## src/rtl/sysctl_pkg.sv

```systemverilog
// Package: shared word indices, constants, request type and reset-value helpers
// for the system control register bank. Assumes 32-bit words, word-addressed.
package sysctl_pkg;

    localparam int unsigned WORD_W = 32;
    localparam int unsigned IDX_W  = 6;
    localparam int unsigned ROM_AW = 5;

    localparam logic [IDX_W-1:0] IDX_IDENT    = 6'd0;
    localparam logic [IDX_W-1:0] IDX_PROC     = 6'd1;
    localparam logic [IDX_W-1:0] IDX_OSC      = 6'd2;
    localparam logic [IDX_W-1:0] IDX_CTRL     = 6'd3;
    localparam logic [IDX_W-1:0] IDX_STAT     = 6'd4;
    localparam logic [IDX_W-1:0] IDX_KEY      = 6'd5;
    localparam logic [IDX_W-1:0] IDX_AUXOSC   = 6'd7;
    localparam logic [IDX_W-1:0] IDX_SDRAM    = 6'd8;
    localparam logic [IDX_W-1:0] IDX_INIT     = 6'd9;
    localparam logic [IDX_W-1:0] IDX_FLG_SET  = 6'd12;
    localparam logic [IDX_W-1:0] IDX_FLG_CLR  = 6'd13;
    localparam logic [IDX_W-1:0] IDX_NVF_SET  = 6'd14;
    localparam logic [IDX_W-1:0] IDX_NVF_CLR  = 6'd15;
    localparam logic [IDX_W-1:0] IDX_IRQ_STAT = 6'd16;
    localparam logic [IDX_W-1:0] IDX_IRQ_RAW  = 6'd17;
    localparam logic [IDX_W-1:0] IDX_IRQ_ENS  = 6'd18;
    localparam logic [IDX_W-1:0] IDX_IRQ_ENC  = 6'd19;
    localparam logic [IDX_W-1:0] IDX_SOFT_SET = 6'd20;
    localparam logic [IDX_W-1:0] IDX_SOFT_CLR = 6'd21;
    localparam logic [IDX_W-1:0] IDX_FIQ_STAT = 6'd24;
    localparam logic [IDX_W-1:0] IDX_FIQ_RAW  = 6'd25;
    localparam logic [IDX_W-1:0] IDX_FIQ_ENS  = 6'd26;
    localparam logic [IDX_W-1:0] IDX_FIQ_ENC  = 6'd27;

    localparam logic [WORD_W-1:0] IDENT_VAL   = 32'h411A_3001;
    localparam logic [WORD_W-1:0] STAT_VAL    = 32'h0010_0000;
    localparam logic [15:0]       UNLOCK_KEY  = 16'hA05F;
    localparam logic [WORD_W-1:0] OSC_RST     = 32'h0100_0048;
    localparam logic [WORD_W-1:0] AUXOSC_RST  = 32'h0007_FEFF;
    localparam logic [WORD_W-1:0] INIT_RST    = 32'h0000_0112;
    localparam logic [WORD_W-1:0] SDRAM_BASE  = 32'h0001_1122;

    // One decoded register-space write per cycle.
    typedef struct packed {
        logic              we;
        logic [IDX_W-1:0]  idx;
        logic [WORD_W-1:0] data;
    } wr_req_t;

    // Size code merged into the SDRAM reset value.
    function automatic logic [WORD_W-1:0] sdram_size_code(input int unsigned mb);
        if (mb >= 256)      return 32'h10;
        else if (mb >= 128) return 32'h0C;
        else if (mb >= 64)  return 32'h08;
        else if (mb >= 32)  return 32'h04;
        else                return 32'h00;
    endfunction

    // Size byte reported in the last presence entry.
    function automatic logic [7:0] presence_size(input int unsigned mb);
        if (mb >= 256)      return 8'd64;
        else if (mb >= 128) return 8'd32;
        else if (mb >= 64)  return 8'd16;
        else if (mb >= 32)  return 8'd4;
        else                return 8'd2;
    endfunction

endpackage

```

## src/rtl/sysctl_presence_rom.sv

```systemverilog
// Module: read-only memory-presence table of 2**ROM_AW byte entries.
// Combinational lookup; the last entry carries the size byte for MEM_MB.
module sysctl_presence_rom
    import sysctl_pkg::*;
#(
    parameter int unsigned MEM_MB = 128,
    parameter int unsigned AW     = ROM_AW
) (
    input  logic [AW-1:0] entry,
    output logic [7:0]    value
);
    localparam int unsigned LAST = (1 << AW) - 1;
    localparam logic [7:0]  SIZE_BYTE = presence_size(MEM_MB);

    // Table lookup, size entry computed from the parameter.
    always_comb begin
        if (32'(entry) == LAST) begin
            value = SIZE_BYTE;
        end else begin
            case (32'(entry))
                0:  value = 8'h80;
                1:  value = 8'h08;
                2:  value = 8'h04;
                3:  value = 8'h0B;
                4:  value = 8'h09;
                5:  value = 8'h01;
                6:  value = 8'h40;
                8:  value = 8'h02;
                9:  value = 8'hA0;
                10: value = 8'hA0;
                13: value = 8'h08;
                15: value = 8'h01;
                16: value = 8'h0E;
                17: value = 8'h04;
                18: value = 8'h1C;
                19: value = 8'h01;
                20: value = 8'h02;
                21: value = 8'h20;
                22: value = 8'hC0;
                27: value = 8'h30;
                28: value = 8'h28;
                29: value = 8'h30;
                30: value = 8'h28;
                default: value = 8'h00;
            endcase
        end
    end
endmodule

```

## src/rtl/sysctl_cfg_regs.sv

```systemverilog
// Module: configuration state of the bank: key, oscillators, SDRAM, init,
// two set/clear flag registers and the control-word outputs.
// Assumes at most one write per cycle, already decoded to a word index.
module sysctl_cfg_regs
    import sysctl_pkg::*;
#(
    parameter int unsigned MEM_MB = 128
) (
    input  logic              clk,
    input  logic              rst_n,
    input  wr_req_t           req,
    output logic [WORD_W-1:0] osc_q,
    output logic [WORD_W-1:0] auxosc_q,
    output logic [15:0]       key_q,
    output logic [WORD_W-1:0] sdram_q,
    output logic [WORD_W-1:0] init_q,
    output logic [WORD_W-1:0] flags_q,
    output logic [WORD_W-1:0] nvflags_q,
    output logic              remap_q,
    output logic              led_q,
    output logic              rst_req_q
);
    localparam logic [WORD_W-1:0] SDRAM_RST = SDRAM_BASE | sdram_size_code(MEM_MB);

    logic unlocked;
    assign unlocked = (key_q == UNLOCK_KEY);

    // Key register and key-guarded oscillator words.
    always_ff @(posedge clk) begin
        if (!rst_n) begin
            key_q    <= '0;
            osc_q    <= OSC_RST;
            auxosc_q <= AUXOSC_RST;
        end else if (req.we) begin
            if (req.idx == IDX_KEY)                 key_q    <= req.data[15:0];
            if (req.idx == IDX_OSC && unlocked)     osc_q    <= req.data;
            if (req.idx == IDX_AUXOSC && unlocked)  auxosc_q <= req.data;
        end
    end

    // Plain SDRAM configuration word.
    always_ff @(posedge clk) begin
        if (!rst_n)                                 sdram_q <= SDRAM_RST;
        else if (req.we && req.idx == IDX_SDRAM)    sdram_q <= req.data;
    end

    // Init word: full write at its own index, bits 2 and 0 from control writes.
    always_ff @(posedge clk) begin
        if (!rst_n) begin
            init_q <= INIT_RST;
        end else if (req.we && req.idx == IDX_INIT) begin
            init_q <= req.data;
        end else if (req.we && req.idx == IDX_CTRL) begin
            init_q[2] <= req.data[2];
            init_q[0] <= req.data[0];
        end
    end

    // Control outputs: act on a change against the held init bits.
    always_ff @(posedge clk) begin
        if (!rst_n) begin
            remap_q   <= 1'b1;
            led_q     <= 1'b0;
            rst_req_q <= 1'b0;
        end else begin
            rst_req_q <= req.we && (req.idx == IDX_CTRL) && req.data[3];
            if (req.we && req.idx == IDX_CTRL) begin
                if (req.data[2] != init_q[2]) remap_q <= ~req.data[2];
                if (req.data[0] != init_q[0]) led_q   <= req.data[0];
            end
        end
    end

    // Set/clear flag pairs.
    always_ff @(posedge clk) begin
        if (!rst_n) begin
            flags_q   <= '0;
            nvflags_q <= '0;
        end else if (req.we) begin
            case (req.idx)
                IDX_FLG_SET: flags_q   <= flags_q | req.data;
                IDX_FLG_CLR: flags_q   <= flags_q & ~req.data;
                IDX_NVF_SET: nvflags_q <= nvflags_q | req.data;
                IDX_NVF_CLR: nvflags_q <= nvflags_q & ~req.data;
                default: ;
            endcase
        end
    end
endmodule

```

## src/rtl/sysctl_intc.sv

```systemverilog
// Module: local interrupt block with one soft level bit and separate
// normal/fast masks. The combined output is registered (one-cycle latency).
module sysctl_intc
    import sysctl_pkg::*;
(
    input  logic              clk,
    input  logic              rst_n,
    input  wr_req_t           req,
    output logic              level_q,
    output logic [WORD_W-1:0] irq_en_q,
    output logic [WORD_W-1:0] fiq_en_q,
    output logic              int_q
);
    // Soft level bit: only data bit 0 acts.
    always_ff @(posedge clk) begin
        if (!rst_n)                                                  level_q <= 1'b0;
        else if (req.we && req.idx == IDX_SOFT_SET && req.data[0])   level_q <= 1'b1;
        else if (req.we && req.idx == IDX_SOFT_CLR && req.data[0])   level_q <= 1'b0;
    end

    // Mask registers with set/clear addresses.
    always_ff @(posedge clk) begin
        if (!rst_n) begin
            irq_en_q <= '0;
            fiq_en_q <= '0;
        end else if (req.we) begin
            case (req.idx)
                IDX_IRQ_ENS: irq_en_q <= irq_en_q | req.data;
                IDX_IRQ_ENC: irq_en_q <= irq_en_q & ~req.data;
                IDX_FIQ_ENS: fiq_en_q <= fiq_en_q | req.data;
                IDX_FIQ_ENC: fiq_en_q <= fiq_en_q & ~req.data;
                default: ;
            endcase
        end
    end

    // Registered combined interrupt from the settled state.
    always_ff @(posedge clk) begin
        if (!rst_n) int_q <= 1'b0;
        else        int_q <= level_q & (irq_en_q[0] | fiq_en_q[0]);
    end
endmodule

```

## src/rtl/sysctl_regbank.sv

```systemverilog
// Module: top of the system control register bank. Decodes the word port,
// routes writes to the config and interrupt blocks and registers read data.
// Assumes one access per cycle; offsets 0x100..0x1FF form the read-only window.
module sysctl_regbank
    import sysctl_pkg::*;
#(
    parameter int unsigned MEM_MB = 128,
    parameter int unsigned ADDR_W = 9
) (
    input  logic              clk,
    input  logic              rst_n,
    input  logic              acc_en,
    input  logic              acc_wr,
    input  logic [ADDR_W-1:0] acc_addr,
    input  logic [31:0]       acc_wdata,
    output logic [31:0]       acc_rdata,
    output logic              boot_remap,
    output logic              led_on,
    output logic              board_reset_req,
    output logic              core_int
);
    localparam int unsigned WIN_BIT = ADDR_W - 1;
    localparam int unsigned HI_BIT  = ADDR_W - 2;

    wr_req_t           req;
    logic [IDX_W-1:0]  idx;
    logic [WORD_W-1:0] osc_q, auxosc_q, sdram_q, init_q, flags_q, nvflags_q;
    logic [15:0]       lock_q;
    logic              soft_lvl;
    logic [WORD_W-1:0] irq_en_q, fiq_en_q;
    logic [7:0]        rom_byte;
    logic [WORD_W-1:0] rd_next;
    logic [WORD_W-1:0] lvl_word;

    assign idx      = acc_addr[IDX_W+1:2];
    assign lvl_word = {{(WORD_W-1){1'b0}}, soft_lvl};

    // Write request: register space only, window writes dropped.
    always_comb begin
        req.we   = acc_en && acc_wr && !acc_addr[WIN_BIT];
        req.idx  = idx;
        req.data = acc_wdata;
    end

    sysctl_cfg_regs #(.MEM_MB(MEM_MB)) cfg_i (
        .clk       (clk),
        .rst_n     (rst_n),
        .req       (req),
        .osc_q     (osc_q),
        .auxosc_q  (auxosc_q),
        .key_q     (lock_q),
        .sdram_q   (sdram_q),
        .init_q    (init_q),
        .flags_q   (flags_q),
        .nvflags_q (nvflags_q),
        .remap_q   (boot_remap),
        .led_q     (led_on),
        .rst_req_q (board_reset_req)
    );

    sysctl_intc intc_i (
        .clk      (clk),
        .rst_n    (rst_n),
        .req      (req),
        .level_q  (soft_lvl),
        .irq_en_q (irq_en_q),
        .fiq_en_q (fiq_en_q),
        .int_q    (core_int)
    );

    sysctl_presence_rom #(.MEM_MB(MEM_MB), .AW(ROM_AW)) rom_i (
        .entry (acc_addr[ROM_AW+1:2]),
        .value (rom_byte)
    );

    // Read multiplexer for the addressed word.
    always_comb begin
        rd_next = '0;
        if (acc_addr[WIN_BIT]) begin
            if (!acc_addr[HI_BIT]) rd_next = {24'b0, rom_byte};
        end else begin
            case (idx)
                IDX_IDENT:    rd_next = IDENT_VAL;
                IDX_STAT:     rd_next = STAT_VAL;
                IDX_OSC:      rd_next = osc_q;
                IDX_KEY:      rd_next = (lock_q == UNLOCK_KEY) ? {15'b0, 1'b1, lock_q}
                                                               : {16'b0, lock_q};
                IDX_AUXOSC:   rd_next = auxosc_q;
                IDX_SDRAM:    rd_next = sdram_q;
                IDX_INIT:     rd_next = init_q;
                IDX_FLG_SET:  rd_next = flags_q;
                IDX_NVF_SET:  rd_next = nvflags_q;
                IDX_IRQ_STAT: rd_next = lvl_word & irq_en_q;
                IDX_IRQ_RAW:  rd_next = lvl_word;
                IDX_IRQ_ENS:  rd_next = irq_en_q;
                IDX_SOFT_SET: rd_next = lvl_word;
                IDX_FIQ_STAT: rd_next = lvl_word & fiq_en_q;
                IDX_FIQ_RAW:  rd_next = lvl_word;
                IDX_FIQ_ENS:  rd_next = fiq_en_q;
                default:      rd_next = '0;
            endcase
        end
    end

    // Registered read data, held between reads.
    always_ff @(posedge clk) begin
        if (!rst_n)                 acc_rdata <= '0;
        else if (acc_en && !acc_wr) acc_rdata <= rd_next;
    end
endmodule

```

## config.mk

```make
export PLATFORM = sky130hd
export DESIGN_NAME = sysctl_regbank
export DESIGN_NICKNAME = d
export VERILOG_FILES = /design/src/rtl/sysctl_pkg.sv /design/src/rtl/sysctl_presence_rom.sv /design/src/rtl/sysctl_cfg_regs.sv /design/src/rtl/sysctl_intc.sv /design/src/rtl/sysctl_regbank.sv
export SDC_FILE = /design/constraint.sdc
export NUM_CORES = 1
export LEC_CHECK = 0
export ABC_CLOCK_PERIOD_IN_PS = 2240
export BUFFER_PORTS_ARGS = -buffer_cell sky130_fd_sc_hd__buf_2
export CAP_MARGIN = 5
export CORE_ASPECT_RATIO = 1.1
export CORE_MARGIN = 1.5
export CORE_UTILIZATION = 33
export CTS_BUF_LIST = sky130_fd_sc_hd__clkbuf_8
export DETAILED_ROUTE_END_ITERATION = 16
export PLACE_DENSITY = 0.57
export SETUP_SLACK_MARGIN = 0.02
export SLEW_MARGIN = 20
export SYNTH_ARGS = -nofsm -noshare
export SYNTH_HDL_FRONTEND = slang
export SYNTH_HIERARCHICAL = 1
export SYNTH_SLANG_ARGS = --single-unit
```

## constraint.sdc

```tcl
create_clock -name clk -period 2.24 [get_ports clk]
set_input_delay 0.336 -clock clk [delete_from_list [all_inputs] [get_ports clk]]
set_output_delay 0.336 -clock clk [all_outputs]
set_load 0.1 [all_outputs]
```

======== Word-level counts from Yosys, hierarchy flattened ========
Memory sizes are Yosys's and may differ from the RTL's.
Index checks and enable logic that the tools add are counted.
word-level totals
  input port bits ......................... 45
  memories ................................ 1
  register bits after elaboration ......... 309
  memory bits (read-only) ................. 256
memory list
  name             depth  width  rd ports  clocked after memory_dff  write ports  RTL line                   text
  (no name shown)  32     8      1         0                         0            sysctl_presence_rom.sv:20  case (32'(entry))
operators by class
  equality and inequality tests ........... 25
  mux-type cells .......................... 15
  bitwise operators ....................... 14
  reductions and logical operators ........ 32
operators with widths
  cell                                            count
  case mux 32 bit (14 select lines)               1
  case mux 32 bit (2 select lines)                4
  AND 32 bit                                      4
  OR 32 bit                                       4
  AND 1 x 32 -> 32 bit                            2
  == test 6 x 5 -> 1 bit (second input constant)  10
  == test 6 x 4 -> 1 bit (second input constant)  6
  two-way mux 32 bit                              1
  inverter 32 bit                                 1
  == test 6 x 3 -> 1 bit (second input constant)  3
  AND reduction 2 bit                             9
  two-way mux 17 bit                              1
  == test 16 bit (second input constant)          1
  two-way mux 8 bit                               2
  logical AND 1 bit                               13
  == test 6 x 2 -> 1 bit (second input constant)  2
  nonzero test 2 bit                              6
  logical NOT 6 bit                               1
  two-way mux 1 bit                               6
  == test 5 bit (second input constant)           1
  OR reduction 3 bit                              1
  logical NOT 1 bit                               2
  != test 1 bit                                   2
  AND 1 bit                                       1
  2 further kinds                                 2

======== Depth between registers and ports, before layout ========
Gate-level depths: netlist of the first run.
  word-level depth ........................ 6
  gate-level depth with buffers ........... 9

======== Cells and area by module ========
The synthesis of the first run kept the hierarchy.
by module, submodules not included
  module               cells each  instances  area each (sq um)
  sysctl_cfg_regs      905         1          8,018.9
  sysctl_intc          309         1          3,120.5
  sysctl_regbank       385         1          3,006.6
  sysctl_presence_rom  42          1          307.8

======== Least setup slack after synthesis of the first run ========
No wires, ideal clock.
  kind .................................... input port to flip-flop
  start ................................... in acc_wr
  end ..................................... reg cfg_i.auxosc_q[11]
  slack ................................... 0.026 ns
  data required time ...................... 2.098 ns
  library setup time ...................... 0.142 ns
  stages on the path ...................... 8
  data arrival time ....................... 2.071 ns
  cells stage by stage .................... nand2_1 nor2_1 or4b_4 or3_1 buf_6 clkbuf_2 o21ai_0 o311ai_1
RTL lines
  item                    RTL line               text
  start: declaration      sysctl_regbank.sv:13   input logic acc_wr,
  end signal: assignment  sysctl_cfg_regs.sv:37  if (req.idx == IDX_AUXOSC && unlocked) auxosc_q <= req.data;
  end: declaration        sysctl_cfg_regs.sv:13  output logic [WORD_W-1:0] auxosc_q,

======== Worst setup path in the final report of the first run ========
  start ................................... reg cfg_i.key_q[10]
  end ..................................... reg cfg_i.auxosc_q[21]
on the way
  cells in the longest elaborated chain, start to end .. 3
ends and longest elaborated chain
  item                           RTL line               text
  start: declaration             sysctl_cfg_regs.sv:14  output logic [15:0] key_q,
  start signal: assignment       sysctl_cfg_regs.sv:35  if (req.idx == IDX_KEY) key_q <= req.data[15:0];
  == test 16 bit                 sysctl_cfg_regs.sv:26  assign unlocked = (key_q == UNLOCK_KEY);
  logical AND 1 bit              sysctl_cfg_regs.sv:37
  AND reduction 2 bit (no line)  --
No other way between the ends.
A chain may end at the register's enable or synchronous reset.

==> results of run 1 <==
==> cell type report <==
type | count | area [sq um]
fill | 4379 | 25890
clock buffer | 69 | 949.7
multi-input combinational | 1159 | 7496
tap | 574 | 718.2
timing repair buffer | 225 | 1878
clock inverter | 26 | 113.9
inverter | 29 | 108.9
antenna | 1 | 2.502
sequential | 309 | 6186
==> logic make-up after synthesis <==
logic type      count (synthesis)  synth area share [%]
xor+xnor                        1               0.06061
simple gates                  621                 20.98
flops                         309                 42.80
fa+ha+maj                       5                0.4328
buf+inv                       173                 5.860
mux                           162                 11.23
compound gates                370                 18.64
==> routing by layer <==
layer / vias up / share of wire (%)
met5: - / 0.039
met1: 6706 / 43
met3: 131 / 7.4
li1: 6255 / -
met2: 590 / 46
met4: 4 / 3.8
==> cell usage in the layout (no fill, tap or decap), types with 38 or more instances in the layout <==
master and instances:
buf_4 114, o21ai_0 46, a22oi_1 69, dfxtp_1 309, inv_1 46, buf_2 76, mux2i_1 161, a21oi_1 85
nor2_1 38, nand2_1 413, clkbuf_8 69
==> timing repair <==
item	in CTS	in global routing
hold buffers	5	0
endpoints found under the hold margin	9	0
resized for setup	0	0
setup buffers	0	0
==> Yosys cell counts, types with 18 or more instances <==
library cell    n
nand2_1       413
dfxtp_1       309
mux2i_1       161
a21oi_1        85
clkbuf_1       71
a22oi_1        69
o21ai_0        46
buf_2          42
nor2_1         39
inv_1          29
nand4_1        29
nand3_1        26
o311ai_1       22
o41ai_1        22
a222oi_1       18
==> through the flow <==
| step | util (%) | hold WS (ns) | setup TNS, ns |
|---|---|---|---|
| finish | 40.27 | 0.03592 | 0 |
| global route | 40.27 | 0.02204 | 0 |
| CTS | 40.26 | 0.001257 | 0 |
| detailed placement | 37.69 | 0.4467 | -2.343 |
| global placement | 37.69 | 0.4417 | -2.323 |
| floorplan | - | 0.4332 | 0 |
==> worst max path at each step <==
| stage | endpoint | slack [ns] |
|---|---|---|
| 2_1_floorplan | cfg_i/auxosc_q[11]$_SDFFE_PN1P_ | 0.03 |
| 3_3_place_gp | cfg_i/key_q[9]$_SDFFE_PN0P_ | -0.09 |
| 3_5_place_dp | cfg_i/osc_q[3]$_SDFFE_PN1P_ | -0.09 |
| 4_1_cts | cfg_i/auxosc_q[21]$_SDFFE_PN0P_ | 0.32 |
| 5_1_grt | cfg_i/auxosc_q[21]$_SDFFE_PN0P_ | 0.16 |
| 6_report | cfg_i/auxosc_q[21]$_SDFFE_PN0P_ | 0.31 |
==> worst min-delay path: cells and delay by family <==
| family | cells | cell delay [ns] |
|---|---|---|
| AOI/OAI and AO/OA | 1 | 0.05 |
| and+or+nand+nor | 1 | 0.06 |
| buffers and inverters | 1 | 0.15 |
==> power by group <==
| part | switching [uW] | internal, uW |
|---|---|---|
| registers | 6.32 | 5510 |
| logic | 603 | 244 |
| clock network | 2450 | 2750 |
| total | 3060 | 8500 |
==> impl_metrics.tcl, run 1 <==
set metrics [dict create \
    cts_buffers 56 \
    place_ws_ns -0.09375 \
    finClkSkew_ns 0.04762 \
    cts_tree "built" \
    top_level_ports 81 \
    drtPass1Iterations 6 \
    fmax_ghz 0.5186 \
    cts_buffer_depth 3 \
    initial_core_util_pct 33.35 \
    synthToLayoutAreaGrowth_pct 20.75 \
    dp_hpwl_um 34370 \
    antenna_found_initial 4 \
    min_from "acc_wdata[28]" \
    wirelength_um 53430 \
    critical-path-max-stage-delay_ns 0.53 \
    hold_path_end "cfg_i/sdram_q[28]$_SDFFE_PN0P_" \
    ys_ff_latch 309 \
    cp_slowest_cell "nor4b_1" \
    synth_edf_count 0 \
    netlist.area_leader.share_pct 42.80 \
    drc 0 \
    worst-path-buf-inv 2 \
    critPathMaxFanout 13 \
    hold_viol 0 \
    async_reset_ff_share_pct 0 \
    cp.required_ns 2.75 \
    avgRoutedWirePerCell_um 22.34 \
    ant_nets 0 \
    synthesis.instances 1641 \
    grtUsageTotal_pct 23.21 \
    fp-row-count 80 \
    vdd_ir_drop_max_uv 423.3 \
    via_per_inst 5.722 \
    fin_crit_sh_pct 86.09 \
    dieArea_sq_um 45070 \
    overflow 0 \
    clk_pin_slew_ns 0.06 \
    setup_violations 0 \
    io_buffer_count 78 \
    fin_cells 2392 \
    use_met2_pct 37.58 \
    finalMaxSlewViolations 0 \
    grt_start_max_net_pins 90 \
    layout.nets 1830 \
    yosysWarnings 6 \
    path_class "flop to flop" \
    use_met3_pct 3.843 \
    grt_use_met1_pct 30.67 \
    hold_path.class "primary input to flop" \
    core_sq_um 43340 \
    drv_cap 0 \
    top_usage_layer "met2" \
    cp.depth 6 \
    p_leak_uw 0.007036 \
    p_per_area_nw_per_um2 662.1 \
    die_x_um 202.5 \
    ys_top_cells_by_area "dfxtp_1 43%, mux2i_1 11%, nand2_1 11%, a22oi_1 3.6%, a21oi_1 2.9%" \
    fin_crit_ns 1.928 \
    final_area_sq_um 17450 \
    syn_nets 1691 \
    status "finished, final reports clean" \
    die_h_um 222.5 \
    setup_ws_ns 0.3116 \
    slew_headroom_pct 63.33 \
    cts-root-buf "clkbuf_8" \
    drt_iter0_drc 1177 \
    crit_start "cfg_i/key_q[10]$_SDFFE_PN0P_" \
    place_congestion 0.8437 \
    tightest_slew_ns 0.5362 \
    drive_gt1_share_pct 19.15 \
    crit_path_start_kind "flop" \
    synth_top_flop_cell "dfxtp_1" \
    yosysSeqAreaShare_pct 42.80 \
    worst_r2r_path_depth 6 \
    grt_pass1_vias 13210 \
    synthesis.area_sq_um 14450 \
    grt_first_pass_wirelength_um 80810 \
    reg2reg_to "cfg_i/auxosc_q[21]$_SDFFE_PN0P_" \
    end_kind "flop" \
    syn_avg_cell_area_sq_um 8.808 \
    clock_latency_ns 0.63 \
    yosys.area.top_type "dfxtp_1" \
    r2r_start "cfg_i/key_q[10]$_SDFFE_PN0P_" \
    vias 13690 \
    synth.distinct_cells 74 \
    clock_sinks 309 \
    worstPathArrival_ns 2.44 \
    power_uw 11560 \
    dp.cells 2291 \
    min_path_cells 3 \
    place_area_sq_um 16340 \
    cp_cell_sequence "nor4b_1, nand4_1, buf_4, nor2_8, buf_12, mux2i_1" \
    crit_family "simple AND/OR/NAND/NOR gates" \
    rsz0062_at_grt "no" \
    regToRegSetupSlack_ns 0.31 \
    cts_max_level 2 \
]
(Power assumes the default switching activity.)
==> inputs of run 2 (changes only) <==
--- a/config.mk
+++ b/config.mk
@@ -5,7 +5,7 @@
 export SDC_FILE = /design/constraint.sdc
 export NUM_CORES = 1
 export LEC_CHECK = 0
-export ABC_CLOCK_PERIOD_IN_PS = 2240
+export ABC_CLOCK_PERIOD_IN_PS = 1900
 export BUFFER_PORTS_ARGS = -buffer_cell sky130_fd_sc_hd__buf_2
 export CAP_MARGIN = 5
 export CORE_ASPECT_RATIO = 1.1
@@ -13,7 +13,7 @@
 export CORE_UTILIZATION = 33
 export CTS_BUF_LIST = sky130_fd_sc_hd__clkbuf_8
 export DETAILED_ROUTE_END_ITERATION = 16
-export PLACE_DENSITY = 0.57
+export PLACE_DENSITY = 0.55
 export SETUP_SLACK_MARGIN = 0.02
 export SLEW_MARGIN = 20
 export SYNTH_ARGS = -nofsm -noshare
==> constraint.sdc (replaced) <==
create_clock -name clk -period 1.9 [get_ports clk]
set_input_delay 0.285 -clock clk [delete_from_list [all_inputs] [get_ports clk]]
set_output_delay 0.285 -clock clk [all_outputs]
set_load 0.1 [all_outputs]
==> impl_metrics.tcl, run 2 (synthesis results as in run 1) <==
set metrics [dict create \
    fmax_ghz 0.5477 \
    slew_headroom_pct 64.90 \
    path_class "flop to output pin" \
    rsz0062_at_grt "no" \
    worstPathArrival_ns 1.54 \
    overflow 0 \
    grt_start_max_net_pins 68 \
    top_level_ports 81 \
    via_per_inst 5.649 \
    crit_path_start_kind "flop" \
    cts_buffers 54 \
    hold_path.class "primary input to flop" \
    dp.cells 2332 \
    topRoutingLayerUsed "met4" \
    fin_cells 2460 \
    hold_viol 0 \
    setup_violations 0 \
    place_congestion 0.8698 \
    fin_crit_sh_pct 96.09 \
    worst-path-buf-inv 1 \
    finalMaxSlewViolations 0 \
    end_kind "output pin" \
    vdd_ir_drop_max_uv 419.0 \
    vias 13900 \
    dp_hpwl_um 36110 \
    clock_sinks 309 \
    core_sq_um 43340 \
    io_buffer_count 78 \
    cts-root-buf "clkbuf_8" \
    layout.nets 1896 \
    die_h_um 222.5 \
    drive_gt1_share_pct 21.17 \
    postCtsSetupBuffers 0 \
    cp.required_ns 1.62 \
    initial_core_util_pct 33.35 \
    wl_met2_um 26020 \
    grt_first_pass_wirelength_um 83970 \
    critPathMaxFanout 3 \
    drc 0 \
    crit_family "buffers and inverters" \
    clk_pin_slew_ns 0.06 \
    avgRoutedWirePerCell_um 22.44 \
    die_x_um 202.5 \
    wirelength_um 55200 \
    drtPass1Iterations 7 \
    dieArea_sq_um 45070 \
    power_uw 14020 \
    p_per_area_nw_per_um2 766.3 \
    place_area_sq_um 16810 \
    synthToLayoutAreaGrowth_pct 26.56 \
    grtUsageTotal_pct 24.37 \
    cp.depth 1 \
    tightest_slew_ns 0.5265 \
    cts_tree "built" \
    final_common_cell "nand2_1" \
    min_path_cells 3 \
    wl_met1_um 23840 \
    drv_cap 0 \
    fin_crit_ns 1.826 \
    worst_r2r_path_depth 7 \
    ant_nets 0 \
    antenna_found_initial 1 \
    layout_common_cells "412 x nand2_1, 308 x dfxtp_1, 161 x mux2i_1" \
    fp-row-count 80 \
    final_util_pct 42.21 \
    grt_pass1_vias 13740 \
    critical-path-max-stage-delay_ns 0.47 \
    p_leak_uw 0.007434 \
    final_area_sq_um 18290 \
    clock_latency_ns 0.64 \
    cts_buffer_depth 3 \
    finClkSkew_ns 0.01898 \
    drt_iter0_drc 1222 \
    status "finished, final reports clean" \
    dr_wl_met3_um 3273 \
    hold_ws_ns 0.06813 \
    cp_slowest_cell "buf_2" \
    cts_max_level 2 \
    cp_cell_sequence "buf_2" \
]
## run 2: cell count changes in the layout (fill, tap and decap cells not counted), moves of 7 or more
cell and delta:
buf_12 +11, buf_4 +30, dlygate4sd3_1 +26, o21ai_0 -7
o21ai_1 +7
## run 2: area by class of cell
cell class / instances / area (sq um)
fill: 4235 / 25050
multi-input combinational: 1159 / 7552
sequential: 309 / 6187
timing repair buffer: 293 / 2609
clock buffer: 72 / 991.0
tap: 574 / 718.2
clock inverter: 23 / 123.9
inverter: 29 / 108.9
antenna: 1 / 2.502
## run 2: metal layers
layer | GRT usage [%] | vias up
li1 | - | 6409
met1 | 31.00 | 6869
met2 | 40.47 | 504
met3 | 4.253 | 115
met4 | 10.32 | 0
met5 | 0 | -
## run 2: stage by stage
| step | setup WS, ns | TNS [ns] |
|---|---|---|
| global route | 0.01377 | 0 |
| detailed placement | -0.3184 | -49.48 |
| global placement | -0.2844 | -42.42 |
| finish | 0.07423 | 0 |
| floorplan | -0.07081 | -2.093 |
| CTS | 0.04381 | 0 |
## run 2: timing repair
| action | CTS | global route |
|---|---|---|
| pin swaps | 0 | 3 |
| cloned | 0 | 1 |
| setup endpoints to repair | 1 | 22 |
| resized for setup | 1 | 4 |
| hold endpoints to repair | 148 | 0 |
| hold buffers | 31 | 0 |
## run 2: path summary, 6_finish.rpt
check	slack (ns)	endpoint	from
hold reg to reg	0.45	cfg_i/sdram_q[28]$_SDFFE_PN0P_	cfg_i/sdram_q[28]$_SDFFE_PN0P_
hold / removal	0.07	cfg_i/sdram_q[0]$_SDFFE_PN0P_	acc_wdata[0]
setup reg to reg	0.14	cfg_i/auxosc_q[25]$_SDFFE_PN0P_	cfg_i/key_q[7]$_SDFFE_PN0P_
setup / recovery	0.07	acc_rdata[25]	acc_rdata[25]$_SDFFE_PN0P_
## run 2: where the power goes
group	leakage, uW	total (uW)	internal (uW)	switching [uW]
combinational	0.00431	1130	379	749
clock	0.000635	6390	3490	2900
sequential	0.00249	6500	6490	8.45
total	0.00743	14000	10400	3660
==> inputs of run 3 (changes only) <==
--- a/config.mk
+++ b/config.mk
@@ -5,6 +5,7 @@
 export SDC_FILE = /design/constraint.sdc
 export NUM_CORES = 1
 export LEC_CHECK = 0
+export ABC_AREA = 1
 export ABC_CLOCK_PERIOD_IN_PS = 1900
 export BUFFER_PORTS_ARGS = -buffer_cell sky130_fd_sc_hd__buf_2
 export CAP_MARGIN = 5
@@ -12,6 +13,7 @@
 export CORE_MARGIN = 1.5
 export CORE_UTILIZATION = 33
 export CTS_BUF_LIST = sky130_fd_sc_hd__clkbuf_8
+export CTS_CLUSTER_DIAMETER = 30
 export DETAILED_ROUTE_END_ITERATION = 16
 export PLACE_DENSITY = 0.55
 export SETUP_SLACK_MARGIN = 0.02
==> impl_metrics.tcl, run 3 <==
set metrics [dict create \
    rsz0062_at_grt "no" \
    cts_buffer_depth 3 \
    hold_ws_ns 0.04161 \
    place_ws_ns -0.09434 \
    worst-path-buf-inv 1 \
    ys_top_cells_by_area "dfxtp_1 40%, nand2_1 14%, nor2_1 13%, nand3_1 8.6%, inv_1 4.5%" \
    wirelength_um 59060 \
    drt_iter0_drc 1558 \
    critPathMaxFanout 2 \
    synth_mux_area_share_pct 0 \
    slew_headroom_pct 58.85 \
    synthesis.area_sq_um 15620 \
    fp-row-count 83 \
    grt_start_max_net_pins 65 \
    p_seq_share_pct 34.4 \
    vdd_ir_drop_max_uv 651.1 \
    synth_compound_area_share_pct 7.896 \
    hold_buffers 25 \
    end_kind "output pin" \
    p_switching_uw 4543 \
    clock_latency_ns 0.65 \
    cp_cell_sequence "buf_2" \
    tns_ns 0 \
    synthToLayoutAreaGrowth_pct 28.08 \
    vias 16670 \
    synth_top_family_by_area "simple AND/OR/NAND/NOR gates" \
    use_met3_pct 4.011 \
    synth_adder_area_share_pct 0.4004 \
    postCtsSetupBuffers 0 \
    clkPwrFrac_pct 59.7 \
    grt_first_pass_wirelength_um 91340 \
    drc 0 \
    place_congestion 0.8825 \
    top_level_ports 81 \
    yosys.area.top_type "dfxtp_1" \
    p_leak_uw 0.009302 \
    synthTopCellsByCount "587 x nand2_1, 533 x nor2_1, 309 x dfxtp_1, 267 x nand3_1, 188 x inv_1" \
    fin_crit_sh_pct 96.75 \
    finalMaxSlewViolations 0 \
    power_switching_share_pct 24.02 \
    setup_ws_ns 0.06172 \
    yosysWarnings 6 \
    dieArea_sq_um 48660 \
    clk_pin_slew_ns 0.05 \
    fmax_ghz 0.5440 \
    setup_violations 0 \
    layout_common_cells "587 x nand2_1, 526 x nor2_1, 309 x dfxtp_1" \
    grt_pass1_vias 15980 \
    core_sq_um 46730 \
    synth.distinct_cells 36 \
    async_reset_ff_share_pct 0 \
    yosysSeqAreaShare_pct 39.59 \
    drive_gt1_share_pct 15.41 \
    fin_crit_ns 1.838 \
    path_class "flop to output pin" \
    overflow 0 \
    ant_nets 0 \
    die_x_um 210.5 \
    power_uw 18920 \
    dp_hpwl_um 37110 \
    cts_buffers 86 \
    hold_path.class "primary input to flop" \
    status "finished, final reports clean" \
    crit_path_start_kind "flop" \
    via_per_inst 5.069 \
    synthMostInstantiatedCell "nand2_1" \
    finClkSkew_ns 0.01967 \
    die_h_um 231.2 \
    antenna_found_initial 2 \
    cp_slowest_cell "buf_2" \
    p_per_area_nw_per_um2 945.4 \
    layout.nets 2673 \
    p_int_uw 14370 \
    clock_sinks 309 \
    hold_viol 0 \
    use_met2_pct 39.36 \
    synthesis.instances 2444 \
    ys_ff_latch 309 \
    syn_avg_cell_area_sq_um 6.393 \
    synth_edf_count 0 \
    worstPathArrival_ns 1.55 \
    netlist.area_leader.share_pct 39.59 \
    drtPass1Iterations 5 \
    tightest_slew_ns 0.6172 \
    top_usage_layer "met2" \
    cts.repair.resized 0 \
    synth-xor-area-share_pct 0 \
    n_fill_cell 4902 \
    cts_max_level 3 \
    final_common_cell "nand2_1" \
    cp.required_ns 1.62 \
    io_buffer_count 78 \
    critical-path-max-stage-delay_ns 0.48 \
    syn_nets 2494 \
    synth-simple-area-share_pct 42.55 \
    crit_family "buffers and inverters" \
    cts-root-buf "clkbuf_8" \
    synth_top_flop_cell "dfxtp_1" \
    place_area_sq_um 17560 \
    grtUsageTotal_pct 24.19 \
    p_comb_share_pct 5.9 \
    cts_tree "built" \
    drv_cap 0 \
    initial_core_util_pct 33.43 \
    avgRoutedWirePerCell_um 17.96 \
    grt_use_met1_pct 32.01 \
    final_area_sq_um 20010 \
]
run 3: logic make-up after synthesis:
kind of cell,Yosys count
AOI/OAI and AO/OA,237
and+or+nand+nor,1551
DFF,309
adders and majority gates,5
buffers and inverters,342
run 3: final timing paths:
path	start	endpoint	slack [ns]	cells after the start
max reg2reg	cfg_i/key_q[13]$_SDFFE_PN0P_	cfg_i/osc_q[10]$_SDFFE_PN0P_	0.26	9
max	acc_rdata[20]$_SDFFE_PN0P_	acc_rdata[20]	0.06	1
min	acc_wdata[10]	cfg_i/auxosc_q[10]$_SDFFE_PN1P_	0.04	3
min reg2reg	cfg_i/osc_q[24]$_SDFFE_PN1P_	cfg_i/osc_q[24]$_SDFFE_PN1P_	0.46	2
run 3: per-stage QoR:
stage | instances | utilization (%)
2_1_floorplan | 2444 | -
3_3_place_gp | 3105 | 37.57
3_5_place_dp | 3105 | 37.57
4_1_cts | 3288 | 42.81
5_1_grt | 3289 | 42.82
6_report | 3289 | 42.82
run 3: final cells by class:
cell class	instances	area (sq um)	share of cell area, %
multi-input cells	1793	7976	39.86
flip-flops and latches	309	6186	30.91
repair buffers	234	2146	10.72
clock buffers	106	1459	7.291
inverters	199	754.5	3.770
well taps	595	744.5	3.720
clock inverters	52	742.0	3.708
diodes	1	2.502	0.01251
run 3: tightest hold or removal path: cells and delay by family:
family                 cells  cell delay, ns
buffers and inverters      1            0.16
and+or+nand+nor            2            0.16
run 3: metal layers:
layer	share of wire [%]	wire length (um)
met1	44	25950
met2	46	27010
met3	7.0	4148
met4	3.3	1943
met5	0.020	12
run 3: power groups by stage:
stage | clock network [uW] | logic, uW | registers [uW]
6_report | 11300 | 1110 | 6520
4_1_cts | 11400 | 1090 | 6520
3_5_place_dp | 0 | 1050 | 6650
3_3_place_gp | 0 | 1040 | 6650
2_1_floorplan | 0 | 474 | 6680
5_1_grt | 11800 | 1180 | 6510
